## config.mk

```make
export PLATFORM = sky130hd
export DESIGN_NAME = ima_icp_ovh_gen
export DESIGN_NICKNAME = d
export VERILOG_FILES = /design/src/rtl/ima_ovh_pkg.sv /design/src/rtl/ima_stuff_seq.sv /design/src/rtl/ima_chg_count.sv /design/src/rtl/ima_ovh_ser.sv /design/src/rtl/ima_icp_ovh_gen.sv
export SDC_FILE = /design/constraint.sdc
export NUM_CORES = 1
export LEC_CHECK = 0
export ABC_AREA = 0
export CAP_MARGIN = 20
export CORE_AREA = 2 2 91 93
export CTS_BUF_LIST = sky130_fd_sc_hd__clkbuf_8
export DETAILED_ROUTE_END_ITERATION = 12
export DIE_AREA = 0 0 93 95
export PLACE_DENSITY = 0.62
export RECOVER_POWER = 50
export SLEW_MARGIN = 15
export SYNTH_ARGS = -nofsm -noshare
export SYNTH_HDL_FRONTEND = slang
export SYNTH_SLANG_ARGS = --single-unit
```

## constraint.sdc

```tcl
create_clock -name clk -period 4.8 [get_ports clk]
set_input_delay 1.2 -clock clk [delete_from_list [all_inputs] [get_ports clk]]
set_output_delay 1.2 -clock clk [all_outputs]
set_load 0.05 [all_outputs]
```

## src/rtl/ima_ovh_pkg.sv

```systemverilog
package ima_ovh_pkg;

  localparam int OCT_W   = 8;
  localparam int NUM_OCT = 5;
  localparam int CODE_W  = 3;
  localparam int CNT_W   = 8;
  localparam int GID_W   = 8;
  localparam int STAT_W  = 4;
  localparam int SYM_W   = 2;
  localparam int FLEN_W  = 2;
  localparam int LID_W   = 5;
  localparam int GRP_OCT = 3;

  localparam logic [CODE_W-1:0] CODE_IDLE = 3'b111;
  localparam logic [CODE_W-1:0] CODE_EVT  = 3'b000;
  localparam logic [CODE_W-1:0] CODE_NEXT = 3'b001;

  typedef struct packed {
    logic [GID_W-1:0]  gid;
    logic [STAT_W-1:0] status;
    logic [SYM_W-1:0]  symm;
    logic [FLEN_W-1:0] flen;
    logic              common_clk;
    logic [LID_W-1:0]  trl;
  } grp_cfg_t;

  // Octet 0: zero padding above the stuff code.
  function automatic logic [OCT_W-1:0] f_lsi_octet(input logic [CODE_W-1:0] code);
    return {{(OCT_W-CODE_W){1'b0}}, code};
  endfunction

  // Octet 3: status high nibble, symmetry, frame length.
  function automatic logic [OCT_W-1:0] f_gsc_octet(input grp_cfg_t c);
    return {c.status, c.symm, c.flen};
  endfunction

  // Octet 4: two zero bits, clock mode, reference link.
  function automatic logic [OCT_W-1:0] f_timing_octet(input grp_cfg_t c);
    return {2'b00, c.common_clk, c.trl};
  endfunction

  // Starting countdown code for a requested lead, clamped to 1..cap.
  function automatic logic [CODE_W-1:0] f_lead_code(input logic [CODE_W-1:0] lead,
                                                    input int cap);
    int l;
    l = int'(lead);
    if (l < 1)   l = 1;
    if (l > cap) l = cap;
    return CODE_W'(l);
  endfunction

endpackage

```

## src/rtl/ima_stuff_seq.sv

```systemverilog
module ima_stuff_seq
  import ima_ovh_pkg::*;
#(
  parameter int LEAD_MAX = 4
) (
  input  logic              clk,
  input  logic              rst_n,
  input  logic              cell_start,
  input  logic              stuff_req,
  input  logic [CODE_W-1:0] stuff_lead,
  output logic [CODE_W-1:0] cur_code
);

  localparam int LEAD_CAP = (LEAD_MAX > 4) ? 4 : ((LEAD_MAX < 1) ? 1 : LEAD_MAX);

  logic [CODE_W-1:0] code_q, code_n;
  logic              second_q, second_n;
  logic              seq_idle;
  logic              load_evt;

  assign seq_idle = (code_q == CODE_IDLE);
  assign load_evt = stuff_req && seq_idle;
  assign cur_code = code_q;

  always_comb begin
    code_n   = code_q;
    second_n = second_q;
    if (cell_start && !seq_idle) begin
      if (code_q == CODE_EVT) begin
        if (second_q) begin
          code_n   = CODE_IDLE;
          second_n = 1'b0;
        end else begin
          second_n = 1'b1;
        end
      end else begin
        code_n = code_q - 3'd1;
      end
    end
    if (load_evt) begin
      code_n   = f_lead_code(stuff_lead, LEAD_CAP);
      second_n = 1'b0;
    end
  end

  always_ff @(posedge clk) begin
    if (!rst_n) begin
      code_q   <= CODE_IDLE;
      second_q <= 1'b0;
    end else begin
      code_q   <= code_n;
      second_q <= second_n;
    end
  end


  next_then_evt_chk: assert property (@(posedge clk) disable iff (!rst_n)
    cell_start && code_q == CODE_NEXT |=> code_q == CODE_EVT && !second_q);


  evt_pair_chk: assert property (@(posedge clk) disable iff (!rst_n)
    cell_start && code_q == CODE_EVT && !second_q |=> code_q == CODE_EVT && second_q);


  evt_release_chk: assert property (@(posedge clk) disable iff (!rst_n)
    cell_start && second_q |=> code_q == CODE_IDLE);


  busy_ignore_chk: assert property (@(posedge clk) disable iff (!rst_n)
    !seq_idle && !cell_start |=> $stable(code_q) && $stable(second_q));


  load_start_chk: assert property (@(posedge clk) disable iff (!rst_n)
    load_evt |=> code_q != CODE_IDLE && code_q != CODE_EVT);


  code_range_chk: assert property (@(posedge clk) disable iff (!rst_n)
    code_q == CODE_IDLE || int'(code_q) <= LEAD_CAP);

endmodule

```

## src/rtl/ima_chg_count.sv

```systemverilog
module ima_chg_count
  import ima_ovh_pkg::*;
(
  input  logic                     clk,
  input  logic                     rst_n,
  input  logic                     cell_start,
  input  logic                     chg_pulse,
  input  logic [GRP_OCT*OCT_W-1:0] grp_octets,
  output logic [CNT_W-1:0]         cnt_emit
);

  logic [CNT_W-1:0]         cnt_q;
  logic [GRP_OCT*OCT_W-1:0] ref_q;
  logic                     pend_q;
  logic                     grp_diff;
  logic                     chg_seen;

  assign grp_diff = (grp_octets != ref_q);
  assign chg_seen = grp_diff || pend_q || chg_pulse;
  assign cnt_emit = chg_seen ? cnt_q + CNT_W'(1) : cnt_q;

  always_ff @(posedge clk) begin
    if (!rst_n) begin
      cnt_q  <= '0;
      ref_q  <= '0;
      pend_q <= 1'b0;
    end else if (cell_start) begin
      cnt_q  <= cnt_emit;
      ref_q  <= grp_octets;
      pend_q <= 1'b0;
    end else if (chg_pulse) begin
      pend_q <= 1'b1;
    end
  end


  cnt_hold_chk: assert property (@(posedge clk) disable iff (!rst_n)
    cell_start && !chg_seen |=> cnt_q == $past(cnt_q));


  cnt_step_chk: assert property (@(posedge clk) disable iff (!rst_n)
    cell_start && chg_seen |=> cnt_q == $past(cnt_q) + 8'd1);


  pend_keep_chk: assert property (@(posedge clk) disable iff (!rst_n)
    chg_pulse && !cell_start |=> pend_q);


  idle_cnt_chk: assert property (@(posedge clk) disable iff (!rst_n)
    !cell_start |=> $stable(cnt_q));

endmodule

```

## src/rtl/ima_ovh_ser.sv

```systemverilog
module ima_ovh_ser
  import ima_ovh_pkg::*;
(
  input  logic                     clk,
  input  logic                     rst_n,
  input  logic                     cell_req,
  input  logic [NUM_OCT*OCT_W-1:0] oct_in,
  output logic                     cell_start,
  output logic [OCT_W-1:0]         ovh_data,
  output logic                     ovh_valid,
  output logic                     ovh_last
);

  localparam int IDX_W = $clog2(NUM_OCT + 1);
  localparam logic [IDX_W-1:0] LAST_IDX = IDX_W'(NUM_OCT - 1);

  logic [NUM_OCT*OCT_W-1:0] snap_q;
  logic [IDX_W-1:0]         idx_q;
  logic                     in_cell;

  assign in_cell    = (idx_q != '0);
  assign cell_start = cell_req && !in_cell;

  always_ff @(posedge clk) begin
    if (!rst_n) begin
      snap_q    <= '0;
      idx_q     <= '0;
      ovh_data  <= '0;
      ovh_valid <= 1'b0;
      ovh_last  <= 1'b0;
    end else if (cell_start) begin
      snap_q    <= oct_in;
      ovh_data  <= oct_in[OCT_W-1:0];
      ovh_valid <= 1'b1;
      ovh_last  <= 1'b0;
      idx_q     <= IDX_W'(1);
    end else if (in_cell) begin
      ovh_data  <= snap_q[idx_q*OCT_W +: OCT_W];
      ovh_valid <= 1'b1;
      ovh_last  <= (idx_q == LAST_IDX);
      idx_q     <= (idx_q == LAST_IDX) ? '0 : idx_q + IDX_W'(1);
    end else begin
      ovh_valid <= 1'b0;
      ovh_last  <= 1'b0;
    end
  end


  last_valid_chk: assert property (@(posedge clk) disable iff (!rst_n)
    ovh_last |-> ovh_valid);


  stream_contig_chk: assert property (@(posedge clk) disable iff (!rst_n)
    ovh_valid && !ovh_last |=> ovh_valid);


  start_first_chk: assert property (@(posedge clk) disable iff (!rst_n)
    cell_start |=> ovh_valid && !ovh_last);


  busy_req_chk: assert property (@(posedge clk) disable iff (!rst_n)
    cell_req && ovh_valid && !ovh_last |-> !cell_start);

endmodule

```

## src/rtl/ima_icp_ovh_gen.sv

```systemverilog
module ima_icp_ovh_gen
  import ima_ovh_pkg::*;
#(
  parameter int LEAD_MAX = 4
) (
  input  logic        clk,
  input  logic        rst_n,
  input  logic        cell_req,
  input  logic        stuff_req,
  input  logic [2:0]  stuff_lead,
  input  logic        chg_pulse,
  input  logic [7:0]  group_id,
  input  logic [3:0]  grp_state,
  input  logic [1:0]  symm_mode,
  input  logic [1:0]  frame_len_sel,
  input  logic        clk_mode_common,
  input  logic [4:0]  ref_link_id,
  output logic [7:0]  ovh_data,
  output logic        ovh_valid,
  output logic        ovh_last
);

  grp_cfg_t                 cfg_q;
  logic                     cell_start;
  logic [CODE_W-1:0]        stuff_code;
  logic [CNT_W-1:0]         cnt_emit;
  logic [GRP_OCT*OCT_W-1:0] grp_octets;
  logic [NUM_OCT*OCT_W-1:0] cell_octets;

  // one register stage on the configuration inputs.
  always_ff @(posedge clk) begin
    if (!rst_n) begin
      cfg_q <= '0;
    end else begin
      cfg_q.gid        <= group_id;
      cfg_q.status     <= grp_state;
      cfg_q.symm       <= symm_mode;
      cfg_q.flen       <= frame_len_sel;
      cfg_q.common_clk <= clk_mode_common;
      cfg_q.trl        <= ref_link_id;
    end
  end

  assign grp_octets  = {f_timing_octet(cfg_q), f_gsc_octet(cfg_q), cfg_q.gid};
  assign cell_octets = {grp_octets, cnt_emit, f_lsi_octet(stuff_code)};

  ima_stuff_seq #(
    .LEAD_MAX (LEAD_MAX)
  ) u_stuff (
    .clk        (clk),
    .rst_n      (rst_n),
    .cell_start (cell_start),
    .stuff_req  (stuff_req),
    .stuff_lead (stuff_lead),
    .cur_code   (stuff_code)
  );

  ima_chg_count u_count (
    .clk        (clk),
    .rst_n      (rst_n),
    .cell_start (cell_start),
    .chg_pulse  (chg_pulse),
    .grp_octets (grp_octets),
    .cnt_emit   (cnt_emit)
  );

  ima_ovh_ser u_ser (
    .clk        (clk),
    .rst_n      (rst_n),
    .cell_req   (cell_req),
    .oct_in     (cell_octets),
    .cell_start (cell_start),
    .ovh_data   (ovh_data),
    .ovh_valid  (ovh_valid),
    .ovh_last   (ovh_last)
  );


  lsi_pad_chk: assert property (@(posedge clk) disable iff (!rst_n)
    cell_start |=> ovh_data[7:3] == 5'b00000);


  timing_pad_chk: assert property (@(posedge clk) disable iff (!rst_n)
    ovh_last |-> ovh_data[7:6] == 2'b00);

endmodule

```

==> results.yml <==
drt:
  ant_nets: 0
  dr.pass1.iters: 4
  drc: 0
  vias_per_cell: 4.93
  vias: 2441
  totalWireLength_um: 6640
  drt-initial-drc-count: 123
  wire_per_inst_um: 13.4
cts:
  clockRootBuffer: "clkbuf_8"
  cts_max_level: 3
  cts_made_buffers: 9
  clk_latency_ns: 0.35
  cts_resized: 0
  clkSinkCount: 73
  path_clk_slew_ns: 0.07
  cts_tree: "done"
  hold_buffers: 0
  clk_path_buf_depth: 2
  post-cts-setup-buffers: 0
placed_design:
  place_congestion: 0.801
  numPortBuffers: 39
  dp_hpwl_um: 4710
yosys:
  synth_cells: 352
  synth_ff_type: "dfxtp_1"
  yosysSeqAreaShare_pct: 45.5
  avgSynthCellArea_um2: 9.13
  yosys-top-cells-area: "dfxtp_1, nand2_1, xnor2_1, a21boi_0, and2_1"
  netlist.top_cell.by_area: "dfxtp_1"
  synthMostInstantiatedCell: "dfxtp_1"
  yosysWarnings: 0
  synth-seq-cells: 73
  syn-num-nets: 388
  synth_cell_types: 41
  synthTopCellsByCount: "dfxtp_1, nand2_1, a21boi_0"
  syn_area_um2: 3210
  synth_top_area_share_pct: 45.5
  synth_edf_count: 0
  synthArstFlopShare_pct: 0
hold_path:
  hp-class: "flop to flop"
worst_setup_path:
  end_kind: "flop"
  start_kind: "input pin"
  criticalPathCategory: "input pin to flop"
  cp_slowest_cell: "clkbuf_1"
  worst-path-max-fanout: 19
  slowest_delay_ns: 0.73
  crit_arrival_ns: 3.57
  worstPathRequired_ns: 5.07
  cp_cell_sequence: "dlygate4sd3_1 -> and2_0 -> clkbuf_1 -> nand2_1 -> a21boi_0"
finish:
  post-route-util_pct: 48.8
  synthToLayoutAreaGrowth_pct: 20.4
  drive_gt1_share_pct: 5.38
  fin_nets: 421
  n_antenna_cell: 0
floorplan:
  initial_utilization_pct: 40.5
  core_area_um2: 7930
  pin_count: 40
  fp.dieH_um: 95
  die-area_um2: 8840
  rows: 33
  chipWidth_um: 93
status:
  outcome: "finished, final reports clean"
timing:
  min_period_over_period_pct: 68.9
  rsz0062_at_grt: "no"
  worst_slew_pin_slew_ns: 1.45
  finClkSkew_ns: 0.00902
  max_slew_margin_pct: 3.57
  min_period_ns: 3.31
  hold_viol_final: 0
  slew_viol_final: 0
  clock.fmax_ghz: 0.302
  report.final.setup_viol: 0
  setup_tns_ns: 0
power_and_ir_drop:
  p_leak_uw: 0.00140
  ir_drop_mv: 0.191
  power_density_nw_per_um2: 396
global_routing:
  antenna_found_initial: 0
  grt-ovfl-total: 0
  grt_pass1_vias: 2248
  grt_max_degree: 40
  grt_pass1_wl_um: 10800
  grt_use_total_pct: 16.1
job:
  cap_violations: 0
registers in the layout, summed over array words and instances, names as in the netlist:
register / count
cell_octets: 22
u_count.cnt_q: 7
u_count.pend_q: 1
u_ser.idx_q: 3
u_ser.ovh_data: 8
u_ser.ovh_last: 1
u_ser.ovh_valid: 1
u_ser.snap_q: 26
u_stuff.cur_code: 3
u_stuff.second_q: 1
critical path: cells and delay by family:
| family | cells | cell delay, ns |
|---|---|---|
| AND/OR/NAND/NOR | 2 | 0.72 |
| AO/OA/AOI/OAI | 1 | 0.18 |
| buffers and inverters | 2 | 1.45 |
worst paths after layout:
kind	start	endpoint	slack, ns	depth (start not counted)
worst max-delay path	cell_req	u_ser.snap_q[27]	1.49	5
worst min-delay path	u_ser.snap_q[1]	u_ser.snap_q[1]	0.48	2
worst max register to register	u_ser.idx_q[1]	u_ser.snap_q[27]	1.66	7
worst min register to register	u_ser.snap_q[1]	u_ser.snap_q[1]	0.48	2
metal layers:
layer / track usage, % / share of wire [%] / vias to the layer above
met3: 3.91 / 4.5 / 12
met2: 24.6 / 44 / 54
met4: 7.97 / 2.4 / 0
met5: 0 / 0 / -
met1: 21.2 / 49 / 1109
li1: - / - / 1266
layout make-up:
| type | count | area, um^2 |
|---|---|---|
| Clock inverter | 7 | 93.8 |
| Clock buffer | 9 | 124 |
| Inverter | 7 | 26.3 |
| Timing Repair Buffer | 42 | 399 |
| Sequential cell | 73 | 1460 |
| Multi-Input combinational cell | 252 | 1630 |
| Tap cell | 105 | 131 |
| Fill cell | 756 | 4060 |
kinds of logic after synthesis:
family                     after synthesis  synth area share, %
and+or+nand+nor                        140                 21.1
adders and majority gates                6                 2.34
AOI/OAI and AO/OA                       65                 14.4
muxes                                   17                 6.46
buffers and inverters                   27                 3.70
DFF                                     73                 45.5
xor gates and xnor gates                24                 6.54
power by group:
group / switching, uW / internal, uW / leakage, uW
Combinational: 170 / 129 / 0.000693
Clock: 236 / 293 / 0.000111
Sequential: 52.6 / 653 / 0.000599
through the flow:
| stage | hold slack [ns] | area (um^2) | cells | power [uW] | worst slack [ns] |
|---|---|---|---|---|---|
| 6_report | 0.477 | 3870 | 495 | 1530 | 1.49 |
| 4_1_cts | 0.478 | 3880 | 495 | 1550 | 1.68 |
| 5_1_grt | 0.494 | 3870 | 495 | 1610 | 1.17 |
| 3_3_place_gp | 0.450 | 3660 | 479 | 1010 | 1.41 |
| 3_5_place_dp | 0.467 | 3660 | 479 | 1020 | 1.33 |
| 2_1_floorplan | 0.440 | 3210 | 352 | 928 | 2.52 |
layout by cell type, fill, tap and decap left out, types with 5 or more instances in the layout:
cell type	count
dfxtp_1	73
nand2_1	70
clkdlybuf4s50_1	34
a21boi_0	25
xnor2_1	23
and2_1	19
nor2_1	14
mux2i_1	14
a21oi_1	13
clkbuf_8	9
nand2b_1	8
nand4_1	8
inv_1	7
ha_1	6
nand3_1	5
o2bb2ai_1	5
No activity file was read; power rests on OpenSTA's default activity.
